[src/rtl/bus_seq_pkg.sv]
// Package: shared widths, cycle kinds and phase windows of the bus sequencer.
// Assumes a machine cycle of PHASES oscillator periods split into two halves.
package bus_seq_pkg;
    parameter int ADDR_W = 16;
    parameter int BYTE_W = 8;
    parameter int PHASES = 12;
    localparam int PH_W = $clog2(PHASES);

    typedef logic [PH_W-1:0] phase_t;

    // Phase windows; the strobe relations of the bus depend on these positions.
    localparam phase_t PH_LAST   = phase_t'(PHASES - 1);
    localparam phase_t SLOT_B    = phase_t'(PHASES / 2);
    localparam phase_t ALE_LEN   = phase_t'(2);
    localparam phase_t ADDR_LEN  = phase_t'(3);
    localparam phase_t PSEN_OFS  = phase_t'(3);
    localparam phase_t PSEN_LEN  = phase_t'(3);
    localparam phase_t PSEN_OFSB = phase_t'(PHASES / 2 + 3);
    localparam phase_t XS_OFS    = phase_t'(5);
    localparam phase_t XS_LEN    = phase_t'(6);
    localparam phase_t WD_OFS    = phase_t'(3);
    localparam phase_t WD_LEN    = phase_t'(PHASES - 3);
    localparam phase_t CAP_A     = phase_t'(5);
    localparam phase_t CAP_B     = phase_t'(PHASES / 2 + 5);
    localparam phase_t CAP_D     = phase_t'(10);

    typedef enum logic [2:0] {
        CK_QUIET = 3'd0,
        CK_IDLE  = 3'd1,
        CK_FETCH = 3'd2,
        CK_DRD   = 3'd3,
        CK_DWR   = 3'd4
    } cyc_kind_e;

    typedef struct packed {
        cyc_kind_e         kind;
        logic [ADDR_W-1:0] addr_a;
        logic [ADDR_W-1:0] addr_b;
        logic [BYTE_W-1:0] wbyte;
    } bus_cyc_t;

    localparam bus_cyc_t CYC_RESET = '{kind: CK_QUIET, addr_a: '0, addr_b: '0, wbyte: '0};

    // True when phase p lies in [s, s+l).
    function automatic logic in_win(input phase_t p, input phase_t s, input phase_t l);
        return ({1'b0, p} >= {1'b0, s}) && ({1'b0, p} < ({1'b0, s} + {1'b0, l}));
    endfunction
endpackage

[src/rtl/bus_phase_ctr.sv]
// Phase counter: counts oscillator periods 0..PHASES-1 of a machine cycle.
// Provides the present phase, the phase of the next period and the wrap flag.
module bus_phase_ctr
    import bus_seq_pkg::*;
(
    input  logic   clk,
    input  logic   rst_n,
    output phase_t phase_q,
    output phase_t phase_nxt,
    output logic   wrap
);
    // Wrap flag and next phase value.
    always_comb begin
        wrap      = (phase_q == PH_LAST);
        phase_nxt = wrap ? '0 : phase_q + phase_t'(1);
    end

    // Phase register.
    always_ff @(posedge clk) begin
        if (!rst_n) phase_q <= '0;
        else        phase_q <= phase_nxt;
    end
endmodule

[src/rtl/bus_cycle_sel.sv]
// Cycle selector: at each machine-cycle wrap, picks the next bus cycle from the
// requests (read > write > fetch > idle) and freezes its addresses and write byte.
// Assumes requesters hold their inputs through the sampling period.
module bus_cycle_sel
    import bus_seq_pkg::*;
(
    input  logic              clk,
    input  logic              rst_n,
    input  logic              wrap,
    input  logic              fetch_req,
    input  logic              rd_req,
    input  logic              wr_req,
    input  logic              wide_addr,
    input  logic              ext_exec,
    input  logic              ale_off,
    input  logic [ADDR_W-1:0] pc,
    input  logic [ADDR_W-1:0] dptr,
    input  logic [BYTE_W-1:0] ri_ptr,
    input  logic [BYTE_W-1:0] p2_reg,
    input  logic [BYTE_W-1:0] wdata,
    output bus_cyc_t          cyc_cur,
    output bus_cyc_t          cyc_nxt
);
    bus_cyc_t pick;
    logic [ADDR_W-1:0] data_addr;

    // Choose the kind and addresses of the cycle that would start next.
    always_comb begin
        data_addr   = wide_addr ? dptr : {p2_reg, ri_ptr};
        pick.wbyte  = wdata;
        pick.addr_b = pc + ADDR_W'(1);
        pick.addr_a = {p2_reg, {BYTE_W{1'b1}}};
        if (rd_req) begin
            pick.kind   = CK_DRD;
            pick.addr_a = data_addr;
        end else if (wr_req) begin
            pick.kind   = CK_DWR;
            pick.addr_a = data_addr;
        end else if (fetch_req) begin
            pick.kind   = CK_FETCH;
            pick.addr_a = pc;
        end else if (ale_off && !ext_exec) begin
            pick.kind   = CK_QUIET;
        end else begin
            pick.kind   = CK_IDLE;
        end
        cyc_nxt = wrap ? pick : cyc_cur;
    end

    // Current-cycle register.
    always_ff @(posedge clk) begin
        if (!rst_n) cyc_cur <= CYC_RESET;
        else        cyc_cur <= cyc_nxt;
    end
endmodule

[src/rtl/bus_pin_drv.sv]
// Pin driver: decodes the strobes and byte lanes for the coming period from the
// next phase and next cycle, and registers them so the pins change only at edges.
// Assumes cyc_nxt/phase_nxt are the values that take effect at the same edge.
module bus_pin_drv
    import bus_seq_pkg::*;
(
    input  logic              clk,
    input  logic              rst_n,
    input  phase_t            phase_nxt,
    input  bus_cyc_t          cyc_nxt,
    output logic              ale,
    output logic              psen_n,
    output logic              rd_n,
    output logic              wr_n,
    output logic [BYTE_W-1:0] p0_out,
    output logic              p0_oe,
    output logic [BYTE_W-1:0] p2_out,
    output logic              slot_open
);
    logic              ale_d, psen_d, rd_d, wr_d, oe_d, slot_b, pair_ale;
    logic [BYTE_W-1:0] p0_d, p2_d;

    // Decode of every pin for the coming period.
    always_comb begin
        slot_b   = (phase_nxt >= SLOT_B);
        pair_ale = in_win(phase_nxt, '0, ALE_LEN) || in_win(phase_nxt, SLOT_B, ALE_LEN);
        ale_d    = 1'b0;
        psen_d   = 1'b1;
        rd_d     = 1'b1;
        wr_d     = 1'b1;
        oe_d     = 1'b0;
        p0_d     = {BYTE_W{1'b1}};
        p2_d     = cyc_nxt.addr_a[ADDR_W-1 -: BYTE_W];
        case (cyc_nxt.kind)
            CK_IDLE: ale_d = pair_ale;
            CK_FETCH: begin
                ale_d  = pair_ale;
                psen_d = !(in_win(phase_nxt, PSEN_OFS, PSEN_LEN) ||
                           in_win(phase_nxt, PSEN_OFSB, PSEN_LEN));
                oe_d   = in_win(phase_nxt, '0, ADDR_LEN) || in_win(phase_nxt, SLOT_B, ADDR_LEN);
                p0_d   = slot_b ? cyc_nxt.addr_b[BYTE_W-1:0] : cyc_nxt.addr_a[BYTE_W-1:0];
                p2_d   = slot_b ? cyc_nxt.addr_b[ADDR_W-1 -: BYTE_W]
                                : cyc_nxt.addr_a[ADDR_W-1 -: BYTE_W];
            end
            CK_DRD: begin
                ale_d = in_win(phase_nxt, '0, ALE_LEN);
                rd_d  = !in_win(phase_nxt, XS_OFS, XS_LEN);
                oe_d  = in_win(phase_nxt, '0, ADDR_LEN);
                p0_d  = cyc_nxt.addr_a[BYTE_W-1:0];
            end
            CK_DWR: begin
                ale_d = in_win(phase_nxt, '0, ALE_LEN);
                wr_d  = !in_win(phase_nxt, XS_OFS, XS_LEN);
                oe_d  = in_win(phase_nxt, '0, ADDR_LEN) || in_win(phase_nxt, WD_OFS, WD_LEN);
                p0_d  = in_win(phase_nxt, '0, ADDR_LEN) ? cyc_nxt.addr_a[BYTE_W-1:0]
                                                        : cyc_nxt.wbyte;
            end
            default: ;
        endcase
    end

    // Output registers: glitch-free pins.
    always_ff @(posedge clk) begin
        if (!rst_n) begin
            ale       <= 1'b0;
            psen_n    <= 1'b1;
            rd_n      <= 1'b1;
            wr_n      <= 1'b1;
            p0_out    <= '0;
            p0_oe     <= 1'b0;
            p2_out    <= '0;
            slot_open <= 1'b0;
        end else begin
            ale       <= ale_d;
            psen_n    <= psen_d;
            rd_n      <= rd_d;
            wr_n      <= wr_d;
            p0_out    <= p0_d;
            p0_oe     <= oe_d;
            p2_out    <= p2_d;
            slot_open <= (phase_nxt == PH_LAST);
        end
    end

    assert_ale_width_R1: assert property (@(posedge clk) disable iff (!rst_n)
        $rose(ale) |=> ale ##1 !ale);
    assert_psen_lag_R2: assert property (@(posedge clk) disable iff (!rst_n)
        $fell(psen_n) |-> (!$past(ale) && $past(ale, 2)));
    assert_psen_width_R2: assert property (@(posedge clk) disable iff (!rst_n)
        $rose(psen_n) |-> (!$past(psen_n, 3) && $past(psen_n, 4)));
    assert_data_one_ale_R3: assert property (@(posedge clk) disable iff (!rst_n)
        (!rd_n || !wr_n) |-> (!ale && psen_n));
    assert_xs_lag_R4: assert property (@(posedge clk) disable iff (!rst_n)
        ($fell(rd_n) || $fell(wr_n)) |-> ($past(ale, 4) && !$past(ale, 3)));
    assert_rd_width_R4: assert property (@(posedge clk) disable iff (!rst_n)
        $rose(rd_n) |-> (!$past(rd_n, 6) && $past(rd_n, 7)));
    assert_wr_width_R4: assert property (@(posedge clk) disable iff (!rst_n)
        $rose(wr_n) |-> (!$past(wr_n, 6) && $past(wr_n, 7)));
    assert_one_strobe_R4: assert property (@(posedge clk) disable iff (!rst_n)
        $countones({!psen_n, !rd_n, !wr_n}) <= 1);
    assert_lane_free_R7: assert property (@(posedge clk) disable iff (!rst_n)
        (!rd_n || !psen_n) |-> !p0_oe);
    assert_wdata_hold_R6: assert property (@(posedge clk) disable iff (!rst_n)
        $rose(wr_n) |-> p0_oe);
endmodule

[src/rtl/bus_rd_capture.sv]
// Read capture: samples the low byte lane at the last strobe-low period of a
// data read and of each code byte, and flags the captured byte for one period.
// Assumes phase_q and the current cycle kind describe the period being closed.
module bus_rd_capture
    import bus_seq_pkg::*;
(
    input  logic              clk,
    input  logic              rst_n,
    input  phase_t            phase_q,
    input  cyc_kind_e         kind,
    input  logic [BYTE_W-1:0] p0_in,
    output logic [BYTE_W-1:0] rdata,
    output logic              rdata_vld
);
    logic take;

    // Capture instant for the running cycle.
    always_comb begin
        take = ((kind == CK_FETCH) && ((phase_q == CAP_A) || (phase_q == CAP_B))) ||
               ((kind == CK_DRD) && (phase_q == CAP_D));
    end

    // Captured byte and its valid pulse.
    always_ff @(posedge clk) begin
        if (!rst_n) begin
            rdata     <= '0;
            rdata_vld <= 1'b0;
        end else begin
            rdata_vld <= take;
            if (take) rdata <= p0_in;
        end
    end
endmodule

[src/rtl/ext_bus_sequencer.sv]
// Top: multiplexed external bus cycle sequencer. Counts the machine cycle,
// selects each cycle's kind, drives the bus pins and captures returned bytes.
// Assumes clk is the oscillator; one phase per clock period.
module ext_bus_sequencer
    import bus_seq_pkg::*;
(
    input  logic              clk,
    input  logic              rst_n,
    input  logic              fetch_req,
    input  logic              rd_req,
    input  logic              wr_req,
    input  logic              wide_addr,
    input  logic              ext_exec,
    input  logic              ale_off,
    input  logic [ADDR_W-1:0] pc,
    input  logic [ADDR_W-1:0] dptr,
    input  logic [BYTE_W-1:0] ri_ptr,
    input  logic [BYTE_W-1:0] p2_reg,
    input  logic [BYTE_W-1:0] wdata,
    input  logic [BYTE_W-1:0] p0_in,
    output logic              ale,
    output logic              psen_n,
    output logic              rd_n,
    output logic              wr_n,
    output logic [BYTE_W-1:0] p0_out,
    output logic              p0_oe,
    output logic [BYTE_W-1:0] p2_out,
    output logic [BYTE_W-1:0] rdata,
    output logic              rdata_vld,
    output logic              slot_open
);
    phase_t   phase_q, phase_nxt;
    logic     wrap;
    bus_cyc_t cyc_cur, cyc_nxt;

    bus_phase_ctr u_phase (
        .clk(clk), .rst_n(rst_n), .phase_q(phase_q), .phase_nxt(phase_nxt), .wrap(wrap)
    );

    bus_cycle_sel u_sel (
        .clk(clk), .rst_n(rst_n), .wrap(wrap),
        .fetch_req(fetch_req), .rd_req(rd_req), .wr_req(wr_req),
        .wide_addr(wide_addr), .ext_exec(ext_exec), .ale_off(ale_off),
        .pc(pc), .dptr(dptr), .ri_ptr(ri_ptr), .p2_reg(p2_reg), .wdata(wdata),
        .cyc_cur(cyc_cur), .cyc_nxt(cyc_nxt)
    );

    bus_pin_drv u_pins (
        .clk(clk), .rst_n(rst_n), .phase_nxt(phase_nxt), .cyc_nxt(cyc_nxt),
        .ale(ale), .psen_n(psen_n), .rd_n(rd_n), .wr_n(wr_n),
        .p0_out(p0_out), .p0_oe(p0_oe), .p2_out(p2_out), .slot_open(slot_open)
    );

    bus_rd_capture u_cap (
        .clk(clk), .rst_n(rst_n), .phase_q(phase_q), .kind(cyc_cur.kind),
        .p0_in(p0_in), .rdata(rdata), .rdata_vld(rdata_vld)
    );

    assert_vld_source_R7: assert property (@(posedge clk) disable iff (!rst_n)
        rdata_vld |-> ($past(!rd_n) || $past(!psen_n)));
    assert_open_then_ale_R9: assert property (@(posedge clk) disable iff (!rst_n)
        $fell(slot_open) |-> !$past(ale));
endmodule

[config.mk]
export PLATFORM = sky130hd
export DESIGN_NAME = ext_bus_sequencer
export DESIGN_NICKNAME = d
export VERILOG_FILES = /design/src/rtl/bus_seq_pkg.sv /design/src/rtl/bus_phase_ctr.sv /design/src/rtl/bus_cycle_sel.sv /design/src/rtl/bus_pin_drv.sv /design/src/rtl/bus_rd_capture.sv /design/src/rtl/ext_bus_sequencer.sv
export SDC_FILE = /design/constraint.sdc
export NUM_CORES = 1
export LEC_CHECK = 0
export BUFFER_PORTS_ARGS = -buffer_cell sky130_fd_sc_hd__buf_4
export CAP_MARGIN = 20
export CELL_PAD_IN_SITES_DETAIL_PLACEMENT = 1
export CELL_PAD_IN_SITES_GLOBAL_PLACEMENT = 1
export CORE_ASPECT_RATIO = 0.6
export CORE_MARGIN = 2
export CORE_UTILIZATION = 40
export CTS_BUF_LIST = sky130_fd_sc_hd__clkbuf_8 sky130_fd_sc_hd__clkbuf_16
export CTS_CLUSTER_DIAMETER = 30
export DETAILED_ROUTE_END_ITERATION = 10
export GPL_ROUTABILITY_DRIVEN = 0
export HOLD_SLACK_MARGIN = 0.15
export PLACE_DENSITY = 0.87
export SYNTH_ARGS = -nofsm -noshare
export SYNTH_HDL_FRONTEND = slang
export SYNTH_SLANG_ARGS = --single-unit
export TNS_END_PERCENT = 100
[constraint.sdc]
create_clock -name clk -period 4.25 [get_ports clk]
set_clock_uncertainty 0.1 [all_clocks]
set_input_delay 1.0625 -clock clk [delete_from_list [all_inputs] [get_ports clk]]
set_output_delay 1.0625 -clock clk [all_outputs]
set_load 0.005 [all_outputs]
==> flow_metrics.py <==
metrics = {
    "status": {
        "status": "complete, no violations",
    },
    "final_layout": {
        "final_cell_area_um2": 5230,
        "instances_no_fill": 713,
        "area_growth_pct": 26.1,
        "post-route-util_pct": 52.4,
        "num_antenna_cells": 0,
        "fin_nets": 651,
        "drive_above_1_share_pct": 24.2,
    },
    "sta": {
        "finalHoldViolCount": 0,
        "worst_pin_slew_ps": 770,
        "worst_slack_ps": 1130,
        "final.setup.tns_ps": 0,
        "period_needed_ps": 3120,
        "slew_headroom_pct": 48.3,
        "timing.hold.ws_ps": 364,
        "finalSetupViolCount": 0,
        "rsz0062_at_grt": "false",
        "fmax_mhz": 321,
        "drv_slew": 0,
        "post-route-period-util_pct": 73.4,
    },
    "clock_network": {
        "cts_setup_buffers": 0,
        "htree_levels": 3,
        "clk_pin_slew_ps": 60,
        "numCtsBuffers": 9,
        "cts_buffer_depth": 2,
        "clockRootBuffer": "clkbuf_16",
        "cts_tree": "done",
        "clk_latency_ps": 340,
        "clkSinkCount": 78,
        "cts_resized": 0,
        "cts_hold_buffers": 0,
    },
    "floorplan": {
        "num_io_pins": 103,
        "num_rows": 28,
        "initial_core_util_pct": 41.6,
        "core-area_um2": 9980,
        "die_height_um": 82.9,
        "die_area_um2": 11200,
        "die_w_um": 136,
    },
    "global_routing": {
        "grt-ovfl-total": 0,
        "antenna_found_initial": 0,
        "grt_use_met1_pct": 39.8,
        "first_global_vias": 4102,
        "grtUsageMet2_pct": 37.3,
        "grt_pass1_wl_um": 22800,
        "grt-busiest-layer": "met1",
        "grt_usage_pct": 26.2,
        "grt_max_degree": 38,
        "grt_use_met3_pct": 5.86,
    },
    "worst_setup_path": {
        "worst-setup-path-type": "reg2reg",
        "crit_chain": "ha_1 > nand3b_1 > mux2i_4 > nor4_2 > a22oi_1 > o211ai_1",
        "cp_slowest_cell": "nor4_2",
        "slowest_delay_ps": 720,
        "cp_max_fo": 14,
        "crit_arrival_ps": 3270,
        "cp-end-kind": "flip-flop",
        "crit_required_ps": 4400,
        "setup.worst_path.start_class": "flip-flop",
    },
    "pwr": {
        "peakVddDrop_uv": 208,
        "combPwrFrac_pct": 11.6,
        "power.total_mw": 1.64,
        "clkPwrFrac_pct": 42.9,
        "power.switching_mw": 0.412,
        "swShare_pct": 25.2,
        "seq_power_share_pct": 45.5,
        "p_per_area_nw_per_um2": 313,
        "leakage_nw": 2.09,
        "internal-power_mw": 1.23,
    },
    "drt": {
        "detail-route-antenna-nets": 0,
        "vias": 4203,
        "drt_iter0_drc": 365,
        "vias_per_cell": 5.89,
        "wl_um": 14400,
        "wire_per_inst_um": 20.2,
        "drc": 0,
        "dr.pass1.iters": 5,
    },
    "logic_synthesis": {
        "synth_edf_count": 0,
        "synth_largest_area_cell": "dfxtp_1",
        "syn-cell-area_um2": 4150,
        "synthArstFlopShare_pct": 0,
        "ys_ff_latch": 78,
        "yosysSeqAreaShare_pct": 37.6,
        "yosysMostFrequentCell": "dfxtp_1",
        "yosysTopAreaCellShare_pct": 37.6,
        "yosysWarnings": 0,
        "synth_area_leaders": "dfxtp_1 (38%), mux2i_1 (5.3%), nand2_1 (4.2%)",
        "synth_cells": 487,
        "synth_cell_types": 65,
        "syn_area_per_cell_um2": 8.52,
        "ys.flop_type": "dfxtp_1",
        "ys_top_cells_by_count": "dfxtp_1 (78), nand2_1 (46), nor2_1 (32)",
        "synth_nets": 565,
    },
    "place": {
        "place_inst": 697,
        "place_hpwl_um": 10800,
        "numPortBuffers": 102,
        "pre_cts_ws_ps": 1140,
        "place_area_um2": 4960,
    },
    "run": {
        "cap_viol_max_count": 0,
    },
    "min_path": {
        "hold_path_class": "reg2reg",
    },
}
## worst max-delay path, delay by kind of cell (launching register included)
family                     cells  cell delay [ps]
and+or+nand+nor                2             1260
AOI/OAI and AO/OA              2              370
adders and majority gates      1              400
muxes                          1              450
DFF                            1              440
## area by class of cell
| type | count | area [um^2] |
|---|---|---|
| multi-input cells | 371 | 2410 |
| repair buffers | 107 | 803 |
| clock buffers | 10 | 239 |
| fillers | 1202 | 4750 |
| well taps | 135 | 169 |
| inverters | 6 | 22.5 |
| clock inverters | 6 | 31.3 |
| flip-flops and latches | 78 | 1560 |
## path summary, 6_finish.rpt
kind              slack, ps                          start                          end  depth (start not counted)
setup reg to reg       1130  u_phase.phase_q[0]$_SDFF_PN0_  u_pins.p0_out[4]$_SDFF_PN0_                          6
hold reg to reg         360    u_sel.cyc_cur[1]$_SDFF_PN0_  u_sel.cyc_cur[1]$_SDFF_PN0_                          2
setup / recovery       1130  u_phase.phase_q[0]$_SDFF_PN0_  u_pins.p0_out[4]$_SDFF_PN0_                          6
hold / removal          360    u_sel.cyc_cur[1]$_SDFF_PN0_  u_sel.cyc_cur[1]$_SDFF_PN0_                          2
## cells in the final DEF (no fill, tap or decap), drive strengths merged, types with 6 or more instances in the layout
cell / n
a21oi: 20
nand2: 46
nor4b: 7
o22ai: 16
o211ai: 17
a31oi: 7
mux2i: 23
nor3: 28
and2: 25
o21ai: 24
nor2: 35
buf: 107
a211oi: 14
clkbuf: 10
ha: 6
a21o: 6
nand2b: 6
nand3: 9
a22oi: 6
inv: 9
dfxtp: 78
o31ai: 8
## registers in the layout, indices dropped and copies added, names as in the netlist
name,count
u_sel.cyc_cur,43
u_cap.rdata,8
u_pins.p0_out,8
u_pins.p2_out,8
u_phase.phase_q,4
u_cap.rdata_vld,1
u_pins.ale,1
u_pins.p0_oe,1
u_pins.psen_n,1
u_pins.rd_n,1
u_pins.slot_open,1
u_pins.wr_n,1
## logic make-up after synthesis
family                     after synthesis  synth area share [%]
muxes                                   23                  5.85
AOI/OAI and AO/OA                      143                  24.1
xor gates and xnor gates                 8                  1.69
adders and majority gates                6                  1.81
buffers and inverters                   38                  4.37
DFF                                     78                  37.6
and+or+nand+nor                        191                  24.6
## metal layers
layer | up-vias | share of wire [%]
met2 | 190 | 42
met5 | - | 0
met3 | 23 | 8.4
met1 | 2023 | 48
li1 | 1967 | -
met4 | 0 | 1.3
## power by group through the flow
stage	clock network, mW	logic (mW)	registers, mW
finish	0.704	0.190	0.745
global route	0.743	0.204	0.746
detailed placement	0	0.185	0.761
floorplan	0	0.0874	0.759
global placement	0	0.178	0.761
CTS	0.710	0.187	0.745
(Power assumes the default switching activity.)
